<file path="src/rtl/dmb_pkg.sv">
// Shared types for the DMA write merge buffer.
// Assumes nothing beyond IEEE 1800-2017 enums.
package dmb_pkg;

    // Life cycle of one buffer set.
    typedef enum logic [1:0] {
        SET_FREE      = 2'd0,
        SET_COLLECT   = 2'd1,
        SET_WRITEBACK = 2'd2
    } set_state_e;

endpackage

</file>
<file path="src/rtl/dmb_merge.sv">
// Byte-wise merge of one memory beat from three sources.
// Priority: enabled I/O byte, then flush byte if the flush was dirty, then memory byte.
// Assumes all inputs are slices of the same beat of the same set.
module dmb_merge #(
    parameter int MEM_BYTES = 32
) (
    input  logic [MEM_BYTES*8-1:0] pci_beat,
    input  logic [MEM_BYTES-1:0]   pci_en,
    input  logic [MEM_BYTES*8-1:0] fl_beat,
    input  logic                   fl_dirty,
    input  logic [MEM_BYTES*8-1:0] mem_beat,
    output logic [MEM_BYTES*8-1:0] merged
);

    for (genvar i = 0; i < MEM_BYTES; i++) begin : g_byte
        // Select the winning source for this byte.
        always_comb begin
            if (pci_en[i])
                merged[i*8 +: 8] = pci_beat[i*8 +: 8];
            else if (fl_dirty)
                merged[i*8 +: 8] = fl_beat[i*8 +: 8];
            else
                merged[i*8 +: 8] = mem_beat[i*8 +: 8];
        end
    end

endmodule

</file>
<file path="src/rtl/dmb_set.sv">
// One buffer set: I/O, memory and flush storage for a line, per-byte enables,
// load completion tracking and the merged read port.
// Assumes pci_we is only asserted while 'accepting' is high (the controller ensures it).
module dmb_set
    import dmb_pkg::*;
#(
    parameter  int LINE_BYTES = 64,
    parameter  int PCI_BYTES  = 8,
    parameter  int MEM_BYTES  = 32,
    localparam int PCI_WORDS  = LINE_BYTES / PCI_BYTES,
    localparam int MEM_BEATS  = LINE_BYTES / MEM_BYTES,
    localparam int PIDX_W     = (PCI_WORDS > 1) ? $clog2(PCI_WORDS) : 1,
    localparam int BEAT_W     = (MEM_BEATS > 1) ? $clog2(MEM_BEATS) : 1
) (
    input  logic                   clk,
    input  logic                   rst_n,
    input  logic                   pci_we,
    input  logic [PIDX_W-1:0]      pci_idx,
    input  logic [PCI_BYTES*8-1:0] pci_data,
    input  logic [PCI_BYTES-1:0]   pci_be,
    input  logic                   pci_last,
    input  logic                   mem_we,
    input  logic [BEAT_W-1:0]      mem_idx,
    input  logic [MEM_BYTES*8-1:0] mem_data,
    input  logic                   mem_last,
    input  logic                   fl_we,
    input  logic [BEAT_W-1:0]      fl_idx,
    input  logic [MEM_BYTES*8-1:0] fl_data,
    input  logic                   fl_dirty,
    input  logic                   fl_last,
    input  logic                   wb_ack,
    input  logic [BEAT_W-1:0]      rd_idx,
    output logic                   accepting,
    output logic                   wb_pending,
    output logic [MEM_BYTES*8-1:0] rd_data
);

    set_state_e              state_q;
    logic                    pci_done_q, mem_done_q, fl_done_q, dirty_q;
    logic [LINE_BYTES-1:0]   be_q;
    logic [LINE_BYTES*8-1:0] pci_q, mem_q, fl_q;

    logic mem_ok, fl_ok, pci_fin, mem_fin, fl_fin, all_done;
    logic [MEM_BYTES*8-1:0] pci_s, mem_s, fl_s;
    logic [MEM_BYTES-1:0]   be_s;

    // Qualify loads: memory and flush count only while the set collects.
    always_comb begin
        mem_ok   = mem_we && (state_q == SET_COLLECT) && !mem_done_q;
        fl_ok    = fl_we && (state_q == SET_COLLECT) && !fl_done_q;
        pci_fin  = pci_done_q || (pci_we && pci_last);
        mem_fin  = mem_done_q || (mem_ok && mem_last);
        fl_fin   = fl_done_q || (fl_ok && (!fl_dirty || fl_last));
        all_done = pci_fin && mem_fin && fl_fin;
    end

    // Set state, completion flags and byte enables.
    always_ff @(posedge clk) begin
        if (!rst_n) begin
            state_q    <= SET_FREE;
            pci_done_q <= 1'b0;
            mem_done_q <= 1'b0;
            fl_done_q  <= 1'b0;
            dirty_q    <= 1'b0;
            be_q       <= '0;
        end else begin
            if (pci_we) begin
                be_q[int'(pci_idx)*PCI_BYTES +: PCI_BYTES] <=
                    be_q[int'(pci_idx)*PCI_BYTES +: PCI_BYTES] | pci_be;
                if (pci_last) pci_done_q <= 1'b1;
            end
            if (mem_ok && mem_last) mem_done_q <= 1'b1;
            if (fl_ok && (!fl_dirty || fl_last)) fl_done_q <= 1'b1;
            if (fl_ok && fl_dirty) dirty_q <= 1'b1;
            case (state_q)
                SET_FREE: begin
                    if (pci_we) state_q <= SET_COLLECT;
                end
                SET_COLLECT: begin
                    if (all_done) state_q <= SET_WRITEBACK;
                end
                SET_WRITEBACK: begin
                    if (wb_ack) begin
                        state_q    <= SET_FREE;
                        pci_done_q <= 1'b0;
                        mem_done_q <= 1'b0;
                        fl_done_q  <= 1'b0;
                        dirty_q    <= 1'b0;
                        be_q       <= '0;
                    end
                end
                default: state_q <= SET_FREE;
            endcase
        end
    end

    // Line data storage; contents are meaningful only under the flags above.
    always_ff @(posedge clk) begin
        if (pci_we) begin
            for (int k = 0; k < PCI_BYTES; k++) begin
                if (pci_be[k])
                    pci_q[(int'(pci_idx)*PCI_BYTES + k)*8 +: 8] <= pci_data[k*8 +: 8];
            end
        end
        if (mem_ok)
            mem_q[int'(mem_idx)*MEM_BYTES*8 +: MEM_BYTES*8] <= mem_data;
        if (fl_ok && fl_dirty)
            fl_q[int'(fl_idx)*MEM_BYTES*8 +: MEM_BYTES*8] <= fl_data;
    end

    // Status seen by the controller.
    always_comb begin
        accepting  = (state_q == SET_FREE) || ((state_q == SET_COLLECT) && !pci_done_q);
        wb_pending = (state_q == SET_WRITEBACK);
    end

    // Slice the addressed beat out of each source.
    always_comb begin
        pci_s = pci_q[int'(rd_idx)*MEM_BYTES*8 +: MEM_BYTES*8];
        mem_s = mem_q[int'(rd_idx)*MEM_BYTES*8 +: MEM_BYTES*8];
        fl_s  = fl_q[int'(rd_idx)*MEM_BYTES*8 +: MEM_BYTES*8];
        be_s  = be_q[int'(rd_idx)*MEM_BYTES +: MEM_BYTES];
    end

    dmb_merge #(.MEM_BYTES(MEM_BYTES)) u_merge (
        .pci_beat (pci_s),
        .pci_en   (be_s),
        .fl_beat  (fl_s),
        .fl_dirty (dirty_q),
        .mem_beat (mem_s),
        .merged   (rd_data)
    );

endmodule

</file>
<file path="src/rtl/dmb_ctrl.sv">
// Ping-pong control for two buffer sets: fill pointer, write-back pointer,
// I/O back-pressure and routing of write enables and acknowledges.
// Assumes exactly two sets, allocated and retired in strict alternation.
module dmb_ctrl (
    input  logic       clk,
    input  logic       rst_n,
    input  logic       pci_valid,
    input  logic       pci_last,
    input  logic [1:0] accepting,
    input  logic [1:0] pending,
    input  logic       wb_ack,
    output logic       pci_ready,
    output logic [1:0] pci_we_vec,
    output logic [1:0] ack_vec,
    output logic       fill_ptr,
    output logic       wb_ptr,
    output logic       wb_req
);

    logic take;

    // Handshakes against the set each pointer names.
    always_comb begin
        pci_ready = accepting[fill_ptr];
        take      = pci_valid && pci_ready;
        wb_req    = pending[wb_ptr];
    end

    for (genvar s = 0; s < 2; s++) begin : g_route
        // Steer the I/O write and the acknowledge to set s.
        always_comb begin
            pci_we_vec[s] = take && (fill_ptr == 1'(s));
            ack_vec[s]    = wb_ack && wb_req && (wb_ptr == 1'(s));
        end
    end

    // Advance fill pointer at line end, write-back pointer at acknowledge.
    always_ff @(posedge clk) begin
        if (!rst_n) begin
            fill_ptr <= 1'b0;
            wb_ptr   <= 1'b0;
        end else begin
            if (take && pci_last) fill_ptr <= ~fill_ptr;
            if (wb_req && wb_ack) wb_ptr <= ~wb_ptr;
        end
    end

endmodule

</file>
<file path="src/rtl/dmb_merge_buf.sv">
// Top: two alternating buffer sets merging I/O write data, memory data and
// flushed cache data into one line for write-back.
// Assumes memory and flush beats name the set that fill_set showed when the line opened.
module dmb_merge_buf #(
    parameter  int LINE_BYTES = 64,
    parameter  int PCI_BYTES  = 8,
    parameter  int MEM_BYTES  = 32,
    localparam int PCI_WORDS  = LINE_BYTES / PCI_BYTES,
    localparam int MEM_BEATS  = LINE_BYTES / MEM_BYTES,
    localparam int PIDX_W     = (PCI_WORDS > 1) ? $clog2(PCI_WORDS) : 1,
    localparam int BEAT_W     = (MEM_BEATS > 1) ? $clog2(MEM_BEATS) : 1,
    localparam int MEM_W      = MEM_BYTES * 8
) (
    input  logic                   clk,
    input  logic                   rst_n,
    input  logic                   pci_valid,
    output logic                   pci_ready,
    input  logic [PIDX_W-1:0]      pci_word,
    input  logic [PCI_BYTES*8-1:0] pci_data,
    input  logic [PCI_BYTES-1:0]   pci_be,
    input  logic                   pci_last,
    output logic                   fill_set,
    input  logic                   mem_valid,
    input  logic                   mem_set,
    input  logic [BEAT_W-1:0]      mem_beat,
    input  logic [MEM_W-1:0]       mem_data,
    input  logic                   mem_last,
    input  logic                   fl_valid,
    input  logic                   fl_set,
    input  logic [BEAT_W-1:0]      fl_beat,
    input  logic                   fl_dirty,
    input  logic [MEM_W-1:0]       fl_data,
    input  logic                   fl_last,
    output logic                   wb_req,
    output logic                   wb_set,
    input  logic [BEAT_W-1:0]      wb_beat,
    output logic [MEM_W-1:0]       wb_data,
    input  logic                   wb_ack
);

    logic [1:0]       accepting, pending, pci_we_vec, ack_vec;
    logic             wb_ptr;
    logic [MEM_W-1:0] rd_data [2];

    dmb_ctrl u_ctrl (
        .clk        (clk),
        .rst_n      (rst_n),
        .pci_valid  (pci_valid),
        .pci_last   (pci_last),
        .accepting  (accepting),
        .pending    (pending),
        .wb_ack     (wb_ack),
        .pci_ready  (pci_ready),
        .pci_we_vec (pci_we_vec),
        .ack_vec    (ack_vec),
        .fill_ptr   (fill_set),
        .wb_ptr     (wb_ptr),
        .wb_req     (wb_req)
    );

    for (genvar s = 0; s < 2; s++) begin : g_set
        dmb_set #(
            .LINE_BYTES (LINE_BYTES),
            .PCI_BYTES  (PCI_BYTES),
            .MEM_BYTES  (MEM_BYTES)
        ) u_set (
            .clk        (clk),
            .rst_n      (rst_n),
            .pci_we     (pci_we_vec[s]),
            .pci_idx    (pci_word),
            .pci_data   (pci_data),
            .pci_be     (pci_be),
            .pci_last   (pci_last),
            .mem_we     (mem_valid && (mem_set == 1'(s))),
            .mem_idx    (mem_beat),
            .mem_data   (mem_data),
            .mem_last   (mem_last),
            .fl_we      (fl_valid && (fl_set == 1'(s))),
            .fl_idx     (fl_beat),
            .fl_data    (fl_data),
            .fl_dirty   (fl_dirty),
            .fl_last    (fl_last),
            .wb_ack     (ack_vec[s]),
            .rd_idx     (wb_beat),
            .accepting  (accepting[s]),
            .wb_pending (pending[s]),
            .rd_data    (rd_data[s])
        );
    end

    // Present the set under write-back.
    always_comb begin
        wb_set  = wb_ptr;
        wb_data = rd_data[wb_ptr];
    end

endmodule

</file>
<file path="config.mk">
export PLATFORM = sky130hd
export DESIGN_NAME = dmb_merge_buf
export DESIGN_NICKNAME = d
export VERILOG_FILES = /design/src/rtl/dmb_pkg.sv /design/src/rtl/dmb_merge.sv /design/src/rtl/dmb_set.sv /design/src/rtl/dmb_ctrl.sv /design/src/rtl/dmb_merge_buf.sv
export SDC_FILE = /design/constraint.sdc
export NUM_CORES = 2
export LEC_CHECK = 0
export ABC_CLOCK_PERIOD_IN_PS = 68800
export BUFFER_PORTS_ARGS = -buffer_cell sky130_fd_sc_hd__buf_2
export CAP_MARGIN = 20
export CELL_PAD_IN_SITES_DETAIL_PLACEMENT = 2
export CELL_PAD_IN_SITES_GLOBAL_PLACEMENT = 2
export CORE_MARGIN = 2
export CORE_UTILIZATION = 40
export CTS_CLUSTER_DIAMETER = 50
export DETAILED_ROUTE_END_ITERATION = 7
export PLACE_DENSITY_LB_ADDON = 0.05
export SLEW_MARGIN = 0
export SYNTH_ARGS = -nofsm -noshare
export SYNTH_HDL_FRONTEND = slang
export SYNTH_HIERARCHICAL = 1
export SYNTH_SLANG_ARGS = --single-unit
</file>
<file path="constraint.sdc">
create_clock -name clk -period 68.8 [get_ports clk]
set_input_delay 10.32 -clock clk [delete_from_list [all_inputs] [get_ports clk]]
set_output_delay 10.32 -clock clk [all_outputs]
set_load 0.01 [all_outputs]
</file>
== Yosys cells after proc, flatten, opt, wreduce, memory -nomap -nowiden ==
Cells that the tools add are included.

* Output and inout bits: 260
* Flip-flop bits (word level): 3214
* Input port bits: 602

* Bitwise operators: 7
* $add $sub $neg: 18
* $lt $le $gt $ge: 3
* Equality and inequality tests: 10
* Mux-type cells: 227
* Reductions and logical operators: 53
* Shifts and indexed selects: 33

{| class="wikitable"
|+ Operators by type and width
! cell !! count
|-
| 512-bit two-way mux || 30
|-
| 512-bit bitwise mux || 20
|-
| 8-bit by 33-bit variable shift with 512-bit output, first input constant || 8
|-
| 8-bit by 33-bit indexed part select with 512-bit output || 8
|-
| 512-bit by 10-bit indexed part select with 256-bit output || 6
|-
| 8-bit two-way mux || 128
|-
| 256-bit by 33-bit variable shift with 512-bit output, first input constant || 2
|-
| 256-bit by 33-bit indexed part select with 512-bit output || 2
|-
| 256-bit two-way mux || 3
|-
| 64-bit two-way mux || 6
|-
| 32-bit negation with 33-bit output || 6
|-
| 64-bit bitwise mux || 2
|-
| 64-bit by 7-bit indexed part select with 32-bit output || 2
|-
| 64-bit by 7-bit indexed part select with 8-bit output || 2
|-
| 8-bit by 33-bit indexed part select with 64-bit output || 2
|-
| 9-bit negation with 33-bit output || 3
|-
| 8-bit by 33-bit variable shift with 64-bit output, first input constant || 1
|-
| 1-bit logical AND || 33
|-
| 10-bit negation with 33-bit output || 1
|-
| 6-bit negation with 33-bit output || 1
|-
| 1-bit two-way mux || 30
|-
| 6-bit by 3-bit adder with 7-bit output, second input constant || 4
|-
| 8-bit bitwise OR || 2
|-
| 6-bit by 2-bit adder with 7-bit output, second input constant || 2
|-
| other kinds (14) || 47
|}

== Logic depth before layout (Yosys ltp) ==
* Depth in word-level cells: 28
* Mapped depth: 12
* Gate-level depth less buffers: 7

== By module ==
The synthesis kept the hierarchy.

{| class="wikitable"
|+ By module, submodules not included
! module !! area an instance (um^2) !! sequential area each (um^2) !! times used !! cells an instance
|-
| dmb_set (g_set[1].u_set) || 69431.6 || 47525.6 || 1 || 4600
|-
| dmb_set (g_set[0].u_set) || 68648.3 || 47525.6 || 1 || 4672
|-
| dmb_merge || 5413.9 || 0.0 || 2 || 829
|-
| dmb_merge_buf || 3213.1 || 0.0 || 1 || 288
|-
| dmb_ctrl || 137.6 || 40.0 || 1 || 14
|}

== Worst setup path after synthesis ==
OpenSTA, ideal clock, no wires.

* Kind: input to register
* Start point: in mem_beat
* End point: reg g_set[0].u_set.mem_q[256] (enable)
* Stages: 4
* Setup slack: 37999 ps
* Path buffers: 3
* Arrival time: 29563 ps
* Cell sequence: clkbuf_1 -> clkbuf_1 -> clkbuf_1 -> nor3b_1

{| class="wikitable"
|+ RTL lines
! element !! line !! RTL
|-
| start, declared || dmb_merge_buf.sv:25 || <nowiki>input logic [BEAT_W-1:0] mem_beat,</nowiki>
|-
| end signal, assigned by index || dmb_set.sv:106 || <nowiki>mem_q[int'(mem_idx)*MEM_BYTES*8 +: MEM_BYTES*8] <= mem_data;</nowiki>
|-
| end, declared || dmb_set.sv:41 || <nowiki>logic [LINE_BYTES*8-1:0] pci_q, mem_q, fl_q;</nowiki>
|}

==> out/metrics.csv <==
stage,metric,value,unit
critical_path,crit path DAT,15970,ps
clock_tree,Clk Tree Root Cell,sky130_fd_sc_hd__clkbuf_16,
power_and_ir_drop,Flop pwr share,43.2,%
global_routing,gr busiest metal,met2,
place,final weighted congestion in routability-driven placement,0.879,
clock_tree,# clock sinks,3214,
run_status,result of the run,finished clean,
timing,RSZ-0062 raised after global routing,no,
floorplan,area of the die,386000,sq um
floorplan,placement row count,226,
routing,number of design-rule violations left by the first detailed-router iteration,9019,
power_and_ir_drop,largest vdd supply drop,0.0000217,V
timing,accumulated negative setup slack,0,ps
critical_path,kind of start point of the critical path,primary input,
critical_path,worst reg2reg endpoint,g_set[1].u_set/fl_q[144],
timing,portion of the clock cycle consumed by the worst path in the final layout,38.2,%
global_routing,met1 layer usage reported by global route,40.1,%
floorplan,Starting Density,40.2,%
clock_tree,cts-stage hold buffer count,0,
routing,drt pass-1 iters,5,
critical_path,Worst setup EP type,output port,
logic_synthesis,sequential fraction of the synthesis area,62.5,%
floorplan,area of the core,379000,sq um
place,DPL Wire Length,449,mm
timing,peak clock frequency supported by timing,0.0380,GHz
critical_path,required time at the endpoint of the critical path,58480,ps
routing,average detailed-routed wire length per instance,36.8,um
floorplan,I/O pins,862,
logic_synthesis,count of mapped cells out of synthesis,11200,
timing,Slew @ Worst Pin,1310,ps
critical_path,setup slack of the most critical reg-to-reg path,63860,ps
power_and_ir_drop,share of power burned in combinational logic,7.3,%
global_routing,global routing usage summed across all routing layers,32.9,%
power_and_ir_drop,pwr/cell area,28.2,nW/um^2
routing,antenna-violating nets left,0,
critical_path,reg-to-reg critical path startpoint,g_set[1].u_set/state_q[0],
critical_path,number of cell instances on the worst register-to-register path,8,
routing,Routed Wire Length,652,mm
timing,final hold violation count,0,
power_and_ir_drop,total leakage power,60.8,nW
critical_path,peak fanout along the critical path,111,
logic_synthesis,Ys Warns,6,
worst_hold_path,HP Class,flop to flop,
power_and_ir_drop,switching part of the total power,23.9,%
floorplan,Die Y,621,um
place,placement-stage worst setup slack,42520,ps
clock_tree,number of setup buffers added after CTS,0,
power_and_ir_drop,Final Total Pwr,5.00,mW
timing,clk_skew,45.5,ps
global_routing,initial antenna violation count,338,
routing,vias after detailed routing,101000,
logic_synthesis,number of synthesized flops with an enable pin,3072,
floorplan,Die Width,621,um
global_routing,routing usage on met3,5.35,%
global_routing,via count of the first global-routing pass,105000,
timing,pins over their slew limit,0,
clock_tree,clock insertion delay at the later pin of the skew report,1000,ps
global_routing,first-pass GRT wire length,875,mm
critical_path,Critical Path Sink,wb_data[47],
timing,number of endpoints failing setup at the final stage,0,
logic_synthesis,per-instance average area after synthesis,13.6,sq um
clock_tree,clock transition time at the flip-flop clock pins of the worst setup and hold paths,50,ps
run,max-cap check violation count,0,
clock_tree,worst-case clock buffer depth,4,
timing,Max-slew headroom,13.0,%
logic_synthesis,post-synthesis instance area,152000,sq um
finish,Nets,12600,
timing,final-layout worst hold slack,487,ps
power_and_ir_drop,Power Internal,3.81,mW
global_routing,total grt overflow,0,
clock_tree,post-cts gate resize count,0,
finish,total of fill cells in the finished design,36600,
logic_synthesis,number of register bits inferred by synthesis,3214,
power_and_ir_drop,Clock power frac,49.5,%
power_and_ir_drop,Switch Pwr,1.20,mW
clock_tree,count of H-tree levels built during CTS,5,
global_routing,maximum number of pins on one net before global-route repair,189,
routing,DRC violation count after routing,0,
routing,mean number of vias per cell,5.70,
logic_synthesis,unique cell type count in the Yosys netlist,58,
logic_synthesis,share of flip-flops with an asynchronous set or reset after synthesis,0,%
finish,final core occ,46.8,%
logic_synthesis,total nets after synthesis,11800,
clock_tree,clock tree from TritonCTS,yes,
logic_synthesis,prevailing post-synth register cell,sky130_fd_sc_hd__edfxtp_1,
clock_tree,number of clock buffers inserted by TritonCTS,466,
global_routing,Global Route met2 Usage,55.9,%
finish,area growth from synthesis to layout,16.5,%
place,count of port buffers added during placement,861,
finish,layout cell share with drive strength beyond 1,29.8,%
critical_path,class of the most critical setup path,primary input to output port,
critical_path,launching instance or port of the critical path,wb_beat,
timing,worst setup margin,42510,ps
timing,Tmin final,26290,ps
power groups by stage:
stage	clock network (mW)	logic (mW)	registers (mW)
floorplan	0	0.191	2.21
global placement	0	0.347	2.20
detailed placement	0	0.359	2.20
CTS	2.51	0.362	2.16
global route	2.58	0.380	2.16
finish	2.48	0.365	2.16
Yosys cell counts (all sizes together) (5+ instances only):
library cell / n / area share (%)
edfxtp: 3072 / 61
nand2b: 26 / 0.11
and3: 379 / 1.6
nor2b: 1041 / 4.3
clkbuf: 464 / 1.1
a22oi: 28 / 0.14
mux2i: 574 / 3.8
ha: 12 / 0.099
nor2: 601 / 1.5
nor3: 11 / 0.050
mux2: 1860 / 14
o21ai: 618 / 2.0
o2bb2ai: 24 / 0.17
dfxtp: 142 / 1.9
nand3: 5 / 0.016
buf: 283 / 1.5
and2: 1255 / 5.2
a21oi: 125 / 0.42
inv: 9 / 0.022
nand2: 662 / 1.6
per-layer routing:
layer  wire length (um)  share of wire [%]
met5                618              0.095
met4              36500                5.6
met3              39600                6.1
met2             323000                 50
met1             252000                 39
worst max-delay path, stage by stage:
cell	delay [ps]
sky130_fd_sc_hd__buf_12	410
sky130_fd_sc_hd__buf_4	750
sky130_fd_sc_hd__buf_4	610
sky130_fd_sc_hd__buf_4	760
sky130_fd_sc_hd__buf_4	820
sky130_fd_sc_hd__buf_4	740
sky130_fd_sc_hd__mux2_2	420
sky130_fd_sc_hd__mux2i_1	180
sky130_fd_sc_hd__o21ai_0	150
sky130_fd_sc_hd__mux2_2	360
sky130_fd_sc_hd__buf_2	160
through the flow:
stage               std cells  cell area, sq um
finish                  17700            177000
global route            17600            177000
CTS                     17400            176000
detailed placement      16500            161000
global placement        16500            161000
floorplan               11200            152000
worst min-delay path by stage:
stage	startpoint	end	slack, ps	cells after the start
detailed placement	g_set[1].u_set/be_q[33]	g_set[1].u_set/be_q[33]	470	1
global placement	g_set[1].u_set/be_q[39]	g_set[1].u_set/be_q[39]	460	1
CTS	g_set[1].u_set/be_q[33]	g_set[1].u_set/be_q[33]	480	1
global route	g_set[1].u_set/be_q[33]	g_set[1].u_set/be_q[33]	510	1
floorplan	g_set[1].u_set/be_q[37]	g_set[1].u_set/be_q[37]	450	1
finish	g_set[1].u_set/be_q[33]	g_set[1].u_set/be_q[33]	490	1
cells in the final DEF (no fill, tap or decap), drive strengths merged, types with 3 or more instances in the layout:
| master | Yosys | final |
|---|---|---|
| a21oi | 125 | 125 |
| a22oi | 28 | 28 |
| a31oi | 4 | 4 |
| and2 | 1255 | 1255 |
| and3 | 379 | 379 |
| buf | 283 | 1030 |
| bufinv | 0 | 69 |
| clkbuf | 464 | 548 |
| clkinv | 1 | 158 |
| clkinvlp | 0 | 68 |
| dfxtp | 142 | 142 |
| diode | 0 | 319 |
| edfxtp | 3072 | 3072 |
| ha | 12 | 12 |
| inv | 9 | 32 |
| mux2 | 1860 | 1860 |
| mux2i | 574 | 574 |
| nand2 | 662 | 662 |
| nand2b | 26 | 26 |
| nand3 | 5 | 5 |
| nand3b | 4 | 4 |
| nor2 | 601 | 601 |
| nor2b | 1041 | 1041 |
| nor3 | 11 | 11 |
| nor3b | 3 | 3 |
| nor4b | 3 | 3 |
| o21ai | 618 | 618 |
| o2bb2ai | 24 | 24 |
| or2 | 4 | 4 |
| or3 | 3 | 3 |
cells by family after synthesis:
group	share of synthesized area [%]
AOI/OAI and AO/OA	2.86
DFF	62.5
adders and majority gates	0.0986
muxes	17.5
buffers and inverters	2.62
and+or+nand+nor	14.4
state kept, by name, indices dropped and copies added, names as in the netlist:
signal / cells
g_set.u_set/mem_q: 1024
g_set.u_set/dirty_q: 2
g_set.u_set/fl_done_q: 2
u_ctrl/fill_ptr: 1
g_set.u_set/fl_q: 1024
g_set.u_set/mem_done_q: 2
g_set.u_set/be_q: 128
u_ctrl/wb_ptr: 1
g_set.u_set/pci_done_q: 2
g_set.u_set/state_q: 4
g_set.u_set/pci_q: 1024
area by class of cell:
| type | instances | area [sq um] | area share, % |
|---|---|---|---|
| sequential | 3214 | 95100 | 53.6 |
| multi-input combinational | 7261 | 53300 | 30.1 |
| clock buffer | 547 | 12200 | 6.89 |
| tap | 5016 | 6280 | 3.54 |
| timing repair buffer | 1031 | 5920 | 3.34 |
| clock inverter | 317 | 3700 | 2.09 |
| antenna | 319 | 798 | 0.450 |
| inverter | 10 | 40.0 | 0.0226 |
Power figures use the tool's default switching activity.
